$ cat config.mk
export PLATFORM = sky130hd
export DESIGN_NAME = serial_adc_reader
export DESIGN_NICKNAME = d
export VERILOG_FILES = /design/src/rtl/adcrd_pkg.sv /design/src/rtl/adcrd_timer.sv /design/src/rtl/adcrd_shifter.sv /design/src/rtl/adcrd_cs_drive.sv /design/src/rtl/serial_adc_reader.sv
export SDC_FILE = /design/constraint.sdc
export NUM_CORES = 1
export LEC_CHECK = 0
export BUFFER_PORTS_ARGS = -buffer_cell sky130_fd_sc_hd__buf_2
export CORE_MARGIN = 2
export CORE_UTILIZATION = 55
export CTS_CLUSTER_SIZE = 20
export DETAILED_ROUTE_END_ITERATION = 6
export HOLD_SLACK_MARGIN = 0.1
export PLACE_DENSITY = 0.83
export SYNTH_ARGS = -nofsm -noshare
export SYNTH_HDL_FRONTEND = slang
export SYNTH_SLANG_ARGS = --single-unit
$ cat constraint.sdc
create_clock -name clk -period 2.5 [get_ports clk]
set_input_delay 0 -clock clk [delete_from_list [all_inputs] [get_ports clk]]
set_output_delay 0 -clock clk [all_outputs]
set_load 0.03 [all_outputs]
$ cat src/rtl/adcrd_pkg.sv
`timescale 1ns/1ps
package adcrd_pkg;

    localparam int DATA_BITS = 8;
    localparam int PULSES    = DATA_BITS + 2;
    localparam int PIDX_W    = $clog2(PULSES + 1);

    typedef enum logic [2:0] {
        ST_IDLE,
        ST_LEAD,
        ST_HIGH,
        ST_LOW,
        ST_SETTLE
    } rd_state_e;

    // Pulses 1..DATA_BITS carry data; pulse 0 and the last one are dummies.
    function automatic logic carries_data(input logic [PIDX_W-1:0] idx);
        return (idx >= PIDX_W'(1)) && (idx <= PIDX_W'(DATA_BITS));
    endfunction

endpackage

$ cat src/rtl/adcrd_timer.sv
`timescale 1ns/1ps
module adcrd_timer #(
    parameter int TW = 4
) (
    input  logic          clk,
    input  logic          rst,
    input  logic          load,
    input  logic [TW-1:0] load_val,
    output logic          expired
);
    logic [TW-1:0] cnt;

    always_ff @(posedge clk) begin
        if (rst)
            cnt <= '0;
        else if (load)
            cnt <= load_val;
        else if (cnt != '0)
            cnt <= cnt - TW'(1);
    end

    assign expired = (cnt == '0);
endmodule

$ cat src/rtl/adcrd_shifter.sv
`timescale 1ns/1ps
module adcrd_shifter #(
    parameter int DW = 8
) (
    input  logic          clk,
    input  logic          rst,
    input  logic          clr,
    input  logic          shift,
    input  logic          din,
    output logic [DW-1:0] q
);
    always_ff @(posedge clk) begin
        if (rst || clr)
            q <= '0;
        else if (shift)
            q <= {q[DW-2:0], din};
    end
endmodule

$ cat src/rtl/adcrd_cs_drive.sv
`timescale 1ns/1ps
module adcrd_cs_drive #(
    parameter int NUM_DEV = 4,
    parameter int SEL_W   = 2
) (
    input  logic               clk,
    input  logic               rst,
    input  logic               engage,
    input  logic               release_all,
    input  logic [SEL_W-1:0]   sel,
    output logic [NUM_DEV-1:0] cs_n
);
    for (genvar i = 0; i < NUM_DEV; i++) begin : g_line
        always_ff @(posedge clk) begin
            if (rst || release_all)
                cs_n[i] <= 1'b1;
            else if (engage)
                cs_n[i] <= (sel != SEL_W'(i));
        end
    end
endmodule

$ cat src/rtl/serial_adc_reader.sv
`timescale 1ns/1ps
module serial_adc_reader #(
    parameter int NUM_DEV       = 4,
    parameter int HALF_CYCLES   = 4,
    parameter int SETTLE_CYCLES = 16,
    parameter int SEL_W         = (NUM_DEV > 1) ? $clog2(NUM_DEV) : 1
) (
    input  logic               clk,
    input  logic               rst,
    input  logic               start_i,
    input  logic [SEL_W-1:0]   dev_sel_i,
    input  logic               sdat_i,
    output logic               sclk_o,
    output logic [NUM_DEV-1:0] cs_n_o,
    output logic               busy_o,
    output logic               done_o,
    output logic [7:0]         data_o
);
    import adcrd_pkg::*;

    localparam int MAXC = (HALF_CYCLES > SETTLE_CYCLES) ? HALF_CYCLES : SETTLE_CYCLES;
    localparam int TW   = $clog2(MAXC + 1);
    localparam logic [TW-1:0]     HALF_V   = TW'(HALF_CYCLES - 1);
    localparam logic [TW-1:0]     SETTLE_V = TW'(SETTLE_CYCLES - 1);
    localparam logic [SEL_W:0]    DEV_LIM  = (SEL_W + 1)'(NUM_DEV);
    localparam logic [PIDX_W-1:0] LAST_P   = PIDX_W'(PULSES - 1);

    rd_state_e            state;
    logic [PIDX_W-1:0]    pidx;
    logic                 sclk_q, done_q;
    logic [DATA_BITS-1:0] res_q, sh_q;

    logic          accept, sel_ok;
    logic          tmr_load, tmr_exp;
    logic [TW-1:0] tmr_val;
    logic          sh_shift, cs_release;

    assign sel_ok = ({1'b0, dev_sel_i} < DEV_LIM);
    assign accept = start_i && (state == ST_IDLE) && sel_ok;

    always_comb begin
        tmr_load   = 1'b0;
        tmr_val    = HALF_V;
        sh_shift   = 1'b0;
        cs_release = 1'b0;
        unique case (state)
            ST_IDLE:           tmr_load = accept;
            ST_LEAD, ST_HIGH:  tmr_load = tmr_exp;
            ST_LOW: begin
                if (tmr_exp) begin
                    tmr_load = 1'b1;
                    sh_shift = carries_data(pidx);
                    if (pidx == LAST_P) begin
                        cs_release = 1'b1;
                        tmr_val    = SETTLE_V;
                    end
                end
            end
            ST_SETTLE:         tmr_load = 1'b0;
            default:           tmr_load = 1'b0;
        endcase
    end

    always_ff @(posedge clk) begin
        if (rst) begin
            state  <= ST_IDLE;
            pidx   <= '0;
            sclk_q <= 1'b0;
            done_q <= 1'b0;
            res_q  <= '0;
        end else begin
            done_q <= 1'b0;
            unique case (state)
                ST_IDLE: if (accept) begin
                    state <= ST_LEAD;
                    pidx  <= '0;
                end
                ST_LEAD: if (tmr_exp) begin
                    state  <= ST_HIGH;
                    sclk_q <= 1'b1;
                end
                ST_HIGH: if (tmr_exp) begin
                    state  <= ST_LOW;
                    sclk_q <= 1'b0;
                end
                ST_LOW: if (tmr_exp) begin
                    if (pidx == LAST_P) begin
                        state <= ST_SETTLE;
                    end else begin
                        pidx   <= pidx + PIDX_W'(1);
                        state  <= ST_HIGH;
                        sclk_q <= 1'b1;
                    end
                end
                ST_SETTLE: if (tmr_exp) begin
                    state  <= ST_IDLE;
                    done_q <= 1'b1;
                    res_q  <= sh_q;
                end
                default: state <= ST_IDLE;
            endcase
        end
    end

    adcrd_timer #(.TW(TW)) u_timer (
        .clk(clk), .rst(rst), .load(tmr_load), .load_val(tmr_val), .expired(tmr_exp)
    );

    adcrd_shifter #(.DW(DATA_BITS)) u_shift (
        .clk(clk), .rst(rst), .clr(accept), .shift(sh_shift), .din(sdat_i), .q(sh_q)
    );

    adcrd_cs_drive #(.NUM_DEV(NUM_DEV), .SEL_W(SEL_W)) u_cs (
        .clk(clk), .rst(rst), .engage(accept), .release_all(cs_release),
        .sel(dev_sel_i), .cs_n(cs_n_o)
    );

    assign sclk_o = sclk_q;
    assign busy_o = (state != ST_IDLE);
    assign done_o = done_q;
    assign data_o = res_q;
endmodule

Word level (Yosys, flattened, before mapping) --
Cells that the tools add are included. W data, S select, Z words.
Storage, ports and cells: bits in registers 34, bits of input ports 6, output and inout bits 15, word-level logic and storage cells 76
Operators by class: add/subtract/negate cells 2, order comparisons 2, equal/unequal tests 14, muxes and demuxes 28, bitwise operators 1, reductions and logical operators 18
Operator list (number):
- $mux W4 | 5
- $mux W3 | 6
- $mux W5 | 3
- $pmux W3 S5 | 1
- $ne A2 B2 Y1 const B | 7
- $mux W1 | 10
- $reduce_and A5 Y1 | 2
- $pmux W4 S2 | 1
- $eq A3 B2 Y1 const B | 2
- $pmux W1 S3 | 2
- $reduce_bool A2 Y1 | 3
- $reduce_bool A3 Y1 | 2
- $logic_not A5 Y1 | 1
- $reduce_bool A5 Y1 | 1
- $sub A5 B1 Y5 const B | 1
- $add A4 B1 Y4 const B | 1
- $eq A4 B4 Y1 const B | 1
- $ge A4 B1 Y1 const B | 1
- $le A4 B4 Y1 const B | 1
- $ne A2 B1 Y1 const B | 2
- $reduce_and A4 Y1 | 1
- $reduce_or A2 Y1 | 2
- $eq A3 B1 Y1 const B | 1
- $eq A3 B3 Y1 const B | 1
- other kinds (5) | 7

Logic depth before layout (Yosys ltp) --
Gate-level depths: netlist (run 1).
depth after elaboration 5, mapped depth 7, mapped depth without buffers 6

By module --
From an unflattened synthesis (run 1), not the netlist that was laid out.
Second synthesis, totals: cells, all modules 179, area total of the unflattened synthesis 1586.5 µm²
Modules (own cells, without submodules):
- serial_adc_reader | times used 1, cells each 103, area an instance 843.3 µm², sequential area each 340.3 µm²
- adcrd_shifter | times used 1, cells each 27, area an instance 295.3 µm², sequential area each 160.2 µm²
- adcrd_timer | times used 1, cells each 32, area an instance 287.8 µm², sequential area each 100.1 µm²
- adcrd_cs_drive | times used 1, cells each 17, area an instance 160.2 µm², sequential area each 80.1 µm²

Least setup slack after synthesis (run 1) --
OpenSTA, ideal clock, no wires.
path kind flip-flop to flip-flop, start point register u_timer.cnt[0], end point register u_shift.q[1], setup time 0.072 ns, arrival time 1.757 ns, path slack 0.672 ns, cell stages (with the launch flop) 8, path buffers 2, period minus slack after synthesis 1.828 ns, cell sequence dfxtp_1 > inv_1 > ha_1 > or4b_1 > buf_2 > nor4b_2 > buf_6 > mux2i_1
On the way: cells in the longest elaborated chain, start to end 3
Ends and longest elaborated chain:
- start: declaration | RTL line adcrd_timer.sv:11 | logic [TW-1:0] cnt;
- start signal: assignment | RTL line adcrd_timer.sv:17 | cnt <= load_val;
- start signal: assignment | RTL line adcrd_timer.sv:19 | cnt <= cnt - TW'(1);
- $logic_not A5 Y1 | RTL line adcrd_timer.sv:22 | assign expired = (cnt == '0);
- $mux W1 | RTL line serial_adc_reader.sv:50 | if (tmr_exp) begin
- $mux W1 | RTL line serial_adc_reader.sv:46 | unique case (state)
- end signal: assignment | RTL line adcrd_shifter.sv:16 | q <= {q[DW-2:0], din};
- end: declaration | RTL line adcrd_shifter.sv:10 | output logic [DW-1:0] q
Every way passes these cells. A chain may end at the register's enable or synchronous reset.

Final worst setup path (run 1) --
start point register state[0], end point register u_cs.cs_n[3]
On the way: cells in the longest elaborated chain, start to end 3
Ends and longest elaborated chain:
- start: declaration | RTL line serial_adc_reader.sv:28 | rd_state_e state;
- start signal: assignment | RTL line serial_adc_reader.sv:66 | state <= ST_IDLE;
- start signal: assignment | RTL line serial_adc_reader.sv:75 | state <= ST_LEAD;
- start signal: assignment | RTL line serial_adc_reader.sv:79 | state <= ST_HIGH;
- $eq A3 B2 Y1 | RTL line serial_adc_reader.sv:46
- $mux W1 | RTL line serial_adc_reader.sv:46
- $logic_or A1 B1 Y1 | RTL line adcrd_cs_drive.sv:15 | if (rst || release_all)
- end signal: indexed assignment | RTL line adcrd_cs_drive.sv:18 | cs_n[i] <= (sel != SEL_W'(i));
- end: declaration | RTL line adcrd_cs_drive.sv:11 | output logic [NUM_DEV-1:0] cs_n
Parallel ways exist; a longest one is shown, timed or not.

==> results of run 1 <==
power groups by stage:
stage                     Sequential [mW]  Combinational, mW  Clock [mW]
after floorplan                     0.654              0.376           0
after global placement              0.664              0.442           0
after detailed placement            0.671              0.458           0
after CTS                           0.658              0.468       0.326
after global routing                0.667              0.521       0.345
final                               0.658              0.469       0.322
metal layers:
layer  vias up  GRT usage  routed length (um)  share of wire
met5         -          0                   0              0
met4         0     0.0997                  57          0.019
met3         5     0.0622                 131          0.044
met2        28      0.321                1380           0.46
met1       571      0.267                1410           0.47
li1        630          -                   -              -
cell type report:
class	instances	area, sq um
Timing Repair Buffer	30	190
Clock buffer	7	55.1
Fill cell	227	941
Inverter	6	22.5
Multi-Input combinational cell	115	777
Clock inverter	1	5.00
Sequential cell	34	681
Tap cell	31	38.8
timing repair:
item                      CTS  global route
resized for setup           0             0
hold endpoints to repair   18             0
hold buffers                6             0
metrics by stage:
step / worst slack (ns) / power [mW] / cell area, sq um
2_1_floorplan: 0.672 / 1.03 / 1530
3_3_place_gp: 0.607 / 1.11 / 1650
3_5_place_dp: 0.539 / 1.13 / 1650
4_1_cts: 0.504 / 1.45 / 1770
5_1_grt: 0.368 / 1.53 / 1770
6_report: 0.506 / 1.45 / 1770
cells by family after synthesis:
logic type	count (synthesis)	share of synthesized area
simple gates	62	0.230
compound gates	29	0.113
mux	17	0.112
buf+inv	16	0.0498
fa+ha+maj	5	0.0408
flops	34	0.444
xor+xnor	2	0.0114
synth_stat cells (2+ instances only):
cell	n	area share
sky130_fd_sc_hd__inv_1	6	0.015
sky130_fd_sc_hd__buf_2	4	0.013
sky130_fd_sc_hd__or3_1	4	0.016
sky130_fd_sc_hd__ha_1	5	0.041
sky130_fd_sc_hd__dfxtp_1	34	0.44
sky130_fd_sc_hd__a21oi_1	12	0.039
sky130_fd_sc_hd__mux2i_1	16	0.10
sky130_fd_sc_hd__nand2_1	18	0.044
sky130_fd_sc_hd__nand3_1	4	0.013
sky130_fd_sc_hd__xnor2_1	2	0.011
sky130_fd_sc_hd__clkbuf_1	4	0.0098
sky130_fd_sc_hd__nor4b_2	2	0.020
sky130_fd_sc_hd__nor3_1	2	0.0065
sky130_fd_sc_hd__nand3b_1	4	0.020
sky130_fd_sc_hd__nor2_1	18	0.044
sky130_fd_sc_hd__o21ai_0	10	0.033
how the worst min path moves through the flow:
stage                 from           end  cells past startpoint
floorplan           sdat_i  u_shift.q[0]                      2
global placement    sdat_i  u_shift.q[0]                      3
detailed placement  sdat_i  u_shift.q[0]                      3
CTS                 sdat_i  u_shift.q[0]                      4
global route        sdat_i  u_shift.q[0]                      4
finish              sdat_i  u_shift.q[0]                      4
cell usage in the layout (no fill, tap or decap), types with 2 or more instances in the layout:
master,count
sky130_fd_sc_hd__nand3_1,4
sky130_fd_sc_hd__nand2_1,18
sky130_fd_sc_hd__a21oi_1,12
sky130_fd_sc_hd__dlygate4sd3_1,6
sky130_fd_sc_hd__o21ai_0,10
sky130_fd_sc_hd__nor4b_2,2
sky130_fd_sc_hd__clkbuf_4,5
sky130_fd_sc_hd__buf_2,20
sky130_fd_sc_hd__nor2_1,18
sky130_fd_sc_hd__nor3_1,2
sky130_fd_sc_hd__nand3b_1,4
sky130_fd_sc_hd__xnor2_1,2
sky130_fd_sc_hd__dfxtp_1,34
sky130_fd_sc_hd__ha_1,5
sky130_fd_sc_hd__buf_4,4
sky130_fd_sc_hd__inv_1,6
sky130_fd_sc_hd__or3_1,4
sky130_fd_sc_hd__mux2i_1,16
state kept, by name, indices dropped and copies added, names as in the netlist:
register	cells
u_cs.cs_n	4
u_timer.cnt	5
sclk_o	1
done_o	1
state	3
data_o	8
pidx	4
u_shift.q	8
critical path, stage by stage, from the launching register on:
cell,delay (ns)
sky130_fd_sc_hd__dfxtp_1,0.44
sky130_fd_sc_hd__nor4b_4,0.44
sky130_fd_sc_hd__buf_4,0.23
sky130_fd_sc_hd__nand3_1,0.08
sky130_fd_sc_hd__dlygate4sd3_1,0.55
sky130_fd_sc_hd__o21ai_0,0.07
sky130_fd_sc_hd__nand2_1,0.07
==> metrics list, run 1 <==
* Setup repair after global routing missed its margin: false
- Count of cells along the worst register-to-register path: 6
* Final Setup Violations: 0
- Critical path startpoint: state[0]
* Via count of the first global-routing pass: 1188
* Result of the run: complete, no violations
* Count of routing violations after the opening detailed-route iteration: 45
- The synthesized netlist contains 36 unique library cells.
- Share of cells above drive strength 1: 0.202
- The first global-routing pass estimated 5.20 mm of wire.
- Row cnt: 19
* Routed wirelength normalized by instance count: 13.3 um
- The initial utilization of the core area, before any placement, comes to 0.566.
- The floorplan step defined a die boundary enclosing 0.00323 sq mm.
- Clock-pin slew was measured on the worst setup and hold paths at 0.10 ns.
- The number of hold violations in the final report was 0.
* Count of port buffers added during placement: 20
- Clock period minus final worst setup slack: 1.99 ns
* TritonCTS clock tree: done
- In this run, synthesis inferred 0 flip-flops with an integrated enable.
- In this run the horizontal extent of the chip is 56.8 um.
* Mean instance size in the synthesized netlist: 9.30 sq um
- The die is 56.8 um tall.
- Category of the worst setup path launch point: flip-flop
- Detailed placement ended at an HPWL of 2.05 mm.
- Leakage: 0.757 nW
* Global-route usage over all layers: 0.208
* Max FO, Critical Path: 10
- Largest net degree at the start of global routing: 22
* Gp weighted congestion: 0.853
- Of all flip-flops after synthesis, the portion carrying an async set or reset was 0.
- Internal power: 0.927 mW
* Antenna violation net count after detailed routing: 0
* Post-Synthesis Cell Area: 0.00153 sq mm
* Worst ir drop on vdd: 0.834 mV
- From synthesis to final layout, the design area changed by 15.3%.
- Cell at the root of the clock tree: sky130_fd_sc_hd__clkbuf_4
- H-tree depth reported by CTS: 2
* Endpoint class of the critical path: flip-flop
- Maximum root-to-sink buffer count: 2
- The worst register-to-register path ends at u_cs.cs_n[3].
- Most used DFF post-synth: sky130_fd_sc_hd__dfxtp_1
* Via/cell ratio: 5.51
- Final TNS setup: 0 ns
- For the pin with the worst max-slew slack, the measured transition is 0.589 ns.
- Count of TritonRoute iterations in the first routing pass: 4
- Clock insertion delay at the later pin of the skew report: 0.35 ns
- The critical path is of the reg2reg type.
- Reg-to-reg startpoint: state[0]
* Min-delay worst type: in2reg
- Power density over the cells: 819 mW/mm^2
* Rel. slew slack: 0.606
- Once placement completed, the tool counted placed cells totaling 210.
- Clock network fraction of design power: 0.222
* Switching power total: 0.522 mW
* Switch share: 0.360
- Final wirelength: 2.97 mm
- Number of buffers created by CTS: 5
- Excluding fillers, the count of instances in the completed layout stands at 224.
- Max-slew violation total from the final report: 0
- Number of cells produced by synthesis: 165
- Final period utilization: 0.798
* I/O pin total: 21
- The number of setup buffers added after CTS is 0.
- Final Core Density: 0.653
- The clock net in this run drives a total of 34 sinks.
- STA puts the critical path data required time at 2.75 ns.
- # DRC: 0
- The share of total power dissipated in sequential elements is 0.454.
* Share of synthesized area occupied by flip-flops and latches: 0.444
- Based on the critical path, the design can be clocked at up to 0.502 GHz.
* Max-cap violation count: 0
* Register bit total from synthesis: 34
* Layout Skew: 0.00507 ns
- The total area inside the core boundary comes to 0.00271 sq mm.
- Proportion of power drawn by combinational gates: 0.324
- Data arrival, critical path: 2.24 ns
* Grt ovf: 0
- Reg2reg setup slack: 0.51 ns
* Yosys Warn Count: 0
- Number of vias in the routed layout: 1234
- Crit path capture: u_cs.cs_n[3]
* Net total in the final layout: 203
- Hold Slack: 0.443 ns
- The repair_antennas step left the layout with diodes totalling 0.
- The initial antenna violation count was 0.
* Net count after synthesis: 176
No activity file was read; power rests on OpenSTA's default activity.
==> run 2, diff against run 1 <==
- clock period: 2.5 -> 1.9 ns (I/O delays scaled with it)
==> run 2 against run 1 <==
First-iteration DRC count down 16%. Register-to-register slack worse by 0.41 ns. Worst hold slack worse by 0.33 ns. Critical path depth up 2. Routed wire length up 12%. Via count up 7.3%. Worst setup slack worse by 0.41 ns. Fmax up 10%. Cell count up 3.6%. Clock skew up 0.012 ns. Clock-buffer cell count unchanged. Non-clock buffer count up 8. Critical endpoint is now u_timer.cnt[1]. Largest power group unchanged.
==> metrics list, run 2 (synthesized netlist as in run 1, its figures left out) <==
- The run finished with clean final reports.
* Global-route usage over all layers: 0.220
- Rel. slew slack: 0.649
- The congestion estimate from routability-driven global placement came to 0.826.
- Worst ir drop on vdd: 0.804 mV
- Commonest cells after routing, fill and taps aside: sky130_fd_sc_hd__dfxtp_1, sky130_fd_sc_hd__buf_2, sky130_fd_sc_hd__nor2_1, sky130_fd_sc_hd__nand2_1, sky130_fd_sc_hd__mux2i_1
* Power density over the cells: 1150 mW/mm^2
* Max FO, Critical Path: 8
- Entering global routing, the biggest net connects 22 pins.
- Clock insertion delay at the later pin of the skew report: 0.35 ns
- Row cnt: 19
- The die covers 0.00323 sq mm.
- Starting density of the core: 0.566
- Max-slew violation total from the final report: 0
* Antenna violations before repair: 0
- Via/cell ratio: 5.71
* Number of vias in the routed layout: 1324
- The final layout contains 211 nets.
- TritonCTS clock tree: done
* Cell at the root of the clock tree: sky130_fd_sc_hd__clkbuf_4
* Maximum root-to-sink buffer count: 2
- Min-delay worst type: in2reg
- Setup violations remaining at the end of the flow were counted as 0.
- Dividing the final minimum period by the clock period gives 0.952.
- Count of routing violations after the opening detailed-route iteration: 38
* Total power: 2.15 mW
- Endpoint class of the critical path: flip-flop
- The H-tree was split into 2 levels.
* Final wirelength: 3.33 mm
* I/O pin total: 21
- In this run the horizontal extent of the chip is 56.8 um.
* Highest clock frequency the design can meet: 0.553 GHz
- Area of the core: 0.00271 sq mm
- The clock period could shrink to 1.81 ns.
- Data arrives at the worst endpoint at 2.02 ns.
- Reg2reg setup slack: 0.09 ns
- Grt ovf: 0
- Most common cell after layout, fill and taps aside: sky130_fd_sc_hd__dfxtp_1
- Dividing the detail-routed wire length by the instance count gives 14.3 um.
- Pre-CTS setup slack: -0.0281 ns
- # DRC: 0
- On the final layout, the worst clock skew is 0.0172 ns.
* Final critical-path setup slack: 0.0915 ns
- Via count of the first global-routing pass: 1230
- Setup repair after global routing left no endpoint under its margin.
- The first global-routing pass estimated 5.44 mm of wire.
* Fillcell total: 200
- Category of the worst setup path launch point: flip-flop
- Port buffering added 20 buffers.
* Share of cells above drive strength 1: 0.284
- Clock-pin slew was measured on the worst setup and hold paths at 0.10 ns.
- The setup path with the least slack is of type reg2reg.
- Clock Sink Count: 34
* Antenna violation net count after detailed routing: 0
- Max-cap violations in this run came to 0.
* Pin slew with the least headroom to its limit: 0.519 ns
- Relative to the synthesized area, the layout overhead comes to 22.2%.
- Final count of hold timing violations: 0
- CP required: 2.11 ns
- Final antenna diode count: 0
- Leakage: 0.812 nW
- Count of TritonRoute iterations in the first routing pass: 4
* Number of buffers created by CTS: 5
* Die extent in y: 56.8 um
* Dpl hpwl: 2.27 mm
[run 2: path summary, 6_finish.rpt]
kind / startpoint / to / depth (start not counted)
worst max-delay path: u_timer.cnt[1] / u_timer.cnt[1] / 8
worst min-delay path: start_i / state[0] / 5
worst max register to register: u_timer.cnt[1] / u_timer.cnt[1] / 8
worst min register to register: u_shift.q[7] / u_shift.q[7] / 2
[run 2: cell type report]
cell class,instances,area (sq um),area share
clock buffers,7,55.1,0.0294
inverters,6,22.5,0.0120
clock inverters,1,5.00,0.00267
multi-input cells,115,811,0.433
flip-flops and latches,34,687,0.366
repair buffers,38,255,0.136
well taps,31,38.8,0.0207
[run 2: where the power goes]
part | internal (mW) | total [mW] | switching [mW]
clock network | 0.179 | 0.418 | 0.239
registers | 0.785 | 0.883 | 0.0982
logic | 0.405 | 0.846 | 0.440
total | 1.37 | 2.15 | 0.777
[run 2: timing repair]
action                                 4_1_cts  5_1_grt
pin swaps                                    0        4
resized for setup                            3       11
endpoints found under the hold margin       17        0
setup buffers                                0        3
hold buffers                                 5        0
gates cloned                                 0        0
setup endpoints to repair                    4       22
[run 2: worst max-delay path, stage by stage (launching register included)]
cell                       delay [ns]
sky130_fd_sc_hd__dfxtp_2         0.36
sky130_fd_sc_hd__inv_2           0.06
sky130_fd_sc_hd__ha_4            0.16
sky130_fd_sc_hd__buf_4           0.12
sky130_fd_sc_hd__nor4b_4         0.14
sky130_fd_sc_hd__buf_4           0.18
sky130_fd_sc_hd__mux2_2          0.26
sky130_fd_sc_hd__a221oi_1        0.32
sky130_fd_sc_hd__nor2_1          0.09
[run 2: metal layers]
layer | GRT usage | part of all wire | vias up
met5 | 0 | 0 | -
met4 | 0.0997 | 0.030 | 0
met3 | 0.0691 | 0.046 | 8
met2 | 0.370 | 0.51 | 33
met1 | 0.253 | 0.42 | 632
li1 | - | - | 651
[run 2: metrics by stage]
stage,hold WS [ns],std cells,cell area (sq um),utilization,setup TNS (ns)
2_1_floorplan,0.142,165,1530,-,0
3_3_place_gp,0.250,216,1690,0.625,0
3_5_place_dp,0.262,216,1690,0.625,-0.0281
4_1_cts,0.137,229,1820,0.672,0
5_1_grt,0.115,232,1870,0.692,0
6_report,0.115,232,1870,0.692,0
==> run 3, diff against run 2 <==
- ABC_AREA: not set -> 1
- CORE_UTILIZATION: 55 -> 60
- PLACE_DENSITY: 0.83 -> 0.89
- clock period: 1.9 -> 2.3 ns (I/O delays scaled with it)
==> run 3 against run 2 <==
Non-clock buffer count decreased by 11. Largest cell class unchanged. Sequential power decreased by 14%. Total power decreased by 8.5%.
==> metrics list, run 3 <==
- Power density over the cells: 1080 mW/mm^2
- Compared with the post-synthesis result, the final layout area differs by 16.3%.
- Final Setup Violations: 0
- Of the synthesized area, sequential elements account for 0.433.
* Data arrival, critical path: 2.26 ns
- The run finished with clean final reports.
* Row cnt: 18
- Setup repair after global routing left no endpoint under its margin.
- Cell at the root of the clock tree: sky130_fd_sc_hd__clkbuf_4
* Register bit total from synthesis: 34
- Clock-pin slew was measured on the worst setup and hold paths at 0.10 ns.
- Highest clock frequency the design can meet: 0.494 GHz
* Min-delay worst type: reg2reg
- The net count of the finished layout is 258.
* Clock Sink Count: 34
- Final wirelength: 3.30 mm
- After global routing the overflow that remains totals 0.
- Most common library cells after synthesis: sky130_fd_sc_hd__nor2_1, sky130_fd_sc_hd__nand2_1, sky130_fd_sc_hd__dfxtp_1
* Count of routing violations after the opening detailed-route iteration: 21
- For the worst-skew pair, the clock arrives at the later sink with an insertion delay of 0.34 ns.
- Final TNS setup: 0 ns
- The cell count after synthesis came out at 216.
* Clock period minus final worst setup slack: 2.03 ns
- Most used DFF post-synth: sky130_fd_sc_hd__dfxtp_1
* Met2 usage in global routing: 0.385
- Via/cell ratio: 5.06
- For this configuration, the core starts out at a cell density of 0.634.
- Leakage: 0.875 nW
- Counting every net in the synthesized netlist gives 227.
- Most common cell after layout, fill and taps aside: sky130_fd_sc_hd__nor2_1
- I/O pin total: 21
- Worst ir drop on vdd: 0.823 mV
- The wire-length estimate of the detail-placed layout is 2.28 mm.
- # DRC: 0
- Placement-stage cell area: 0.00170 sq mm
- Entering global routing, the biggest net connects 14 pins.
- Top-area cell type share of the netlist area: 0.433
* Yosys Warn Count: 0
- Count of TritonRoute iterations in the first routing pass: 4
- For met3 alone, demand over resource in global routing was 0.0860.
- In the global route stage, overall resource usage came out at 0.246.
- TritonCTS clock tree: done
- Layout Skew: 0.00925 ns
- Top cells by area in the synthesized netlist: sky130_fd_sc_hd__dfxtp_1, sky130_fd_sc_hd__nor2_1, sky130_fd_sc_hd__nand2_1
* Final count of hold timing violations: 0
- Routed wirelength normalized by instance count: 11.9 um
- After routing the design area is 0.00183 sq mm.
- Distinct cell type count after synthesis: 23
- At the pin with the least slew margin, the transition time is 0.407 ns.
- Headroom to the max-slew limit came out at 0.726.
- 0 antenna diodes ended up in the layout.
- For this run, global-route usage on met1 was measured as 0.295.
- STA classifies the critical path endpoint as a flip-flop.
- The first global-routing pass estimated 5.14 mm of wire.
- Die Area: 0.00304 sq mm
- Via count of the first global-routing pass: 1213
- Routability-driven placement finished with a final weighted congestion of 0.787.
* Die extent in y: 55.2 um
* Cell with the most instances after synthesis: sky130_fd_sc_hd__nor2_1
- Final period utilization: 0.880
- Crit Path Category: reg2reg
- CP required: 2.54 ns
- In this run the remaining antenna-violating nets after routing total 0.
- Along the worst path, the maximum fanout reaches 13.
- In this run the number of H-tree levels came out at 2.
* Number of buffers created by CTS: 5
* Antenna violations before repair: 0
- Max-slew violation total from the final report: 0
* Floorplan die width: 55.2 um
- Area of the core: 0.00248 sq mm
- A synthesized cell averages 7.27 sq um.
- Max-cap violation count: 0
- In the final layout, the share of cells above drive strength 1 is 0.169.
* Number of vias in the routed layout: 1408
* Count of cells resized by post-cts repair: 0
* Post-synth EDFFs: 0
- Category of the worst setup path launch point: flip-flop
* Asr flop ratio synth: 0
- Maximum root-to-sink buffer count: 2
* Commonest cells after routing, fill and taps aside: sky130_fd_sc_hd__nor2_1, sky130_fd_sc_hd__nand2_1, sky130_fd_sc_hd__dfxtp_1, sky130_fd_sc_hd__inv_1, sky130_fd_sc_hd__o21ai_0
- Cell type contributing the most total cell area after synthesis: sky130_fd_sc_hd__dfxtp_1
* Post-Synthesis Cell Area: 0.00157 sq mm
- Count of port buffers added during placement: 20
- After global routing, the most crowded layer is met2.
-- run 3: cells by family after synthesis --
group | Yosys count | synth area share
simple gates | 110 | 0.327
buf+inv | 31 | 0.0781
compound gates | 34 | 0.111
xor+xnor | 2 | 0.0112
fa+ha+maj | 5 | 0.0398
flops | 34 | 0.433
-- run 3: final timing paths --
check / from / endpoint / slack [ns] / depth (start not counted)
worst max-delay path: u_timer.cnt[0] / u_cs.cs_n[0] / 0.27 / 7
worst min-delay path: sclk_o / sclk_o / 0.46 / 2
worst max register to register: u_timer.cnt[0] / u_cs.cs_n[0] / 0.27 / 7
worst min register to register: sclk_o / sclk_o / 0.46 / 2
-- run 3: timing repair --
item / in CTS / in global routing
hold buffers: 7 / 0
endpoints found under the hold margin: 13 / 0
endpoints found under the setup margin: 0 / 0
setup buffers: 0 / 0
-- run 3: layout make-up --
class	instances	area (sq um)
Fill cell	195	652
Sequential cell	34	681
Clock inverter	1	5.00
Clock buffer	7	55.1
Timing Repair Buffer	27	170
Multi-Input combinational cell	151	767
Tap cell	30	37.5
Inverter	28	110
-- run 3: through the flow --
| step | hold WS [ns] | utilization | worst slack [ns] | std cells | total power [mW] |
|---|---|---|---|---|---|
| after floorplan | 0.149 | - | 0.957 | 216 | 1.43 |
| after global placement | 0.246 | 0.684 | 0.790 | 263 | 1.57 |
| after detailed placement | 0.267 | 0.684 | 0.674 | 263 | 1.59 |
| after CTS | 0.434 | 0.737 | 0.291 | 278 | 1.96 |
| after global routing | 0.459 | 0.737 | 0.152 | 278 | 2.11 |
| final | 0.457 | 0.737 | 0.275 | 278 | 1.96 |
-- run 3: worst max-delay path, stage by stage (launching register included) --
cell and delay (ns):
sky130_fd_sc_hd__dfxtp_1 0.33, sky130_fd_sc_hd__inv_1 0.08, sky130_fd_sc_hd__ha_1 0.27, sky130_fd_sc_hd__nand3_4 0.21, sky130_fd_sc_hd__nor2_4 0.07, sky130_fd_sc_hd__a21oi_1 0.28, sky130_fd_sc_hd__nand3_1 0.10, sky130_fd_sc_hd__dlygate4sd3_1 0.57
-- run 3: metal layers --
layer	share of wire	routed length, um
met3	0.033	110
met2	0.48	1570
met1	0.46	1510
met4	0.033	110
met5	0	0
-- run 3: report_power, final --
part           total [mW]  leakage (nW)  internal, mW  switching [mW]
Combinational       0.855         0.563         0.282           0.573
Clock               0.349        0.0353         0.148           0.201
Sequential          0.760         0.276         0.681          0.0793
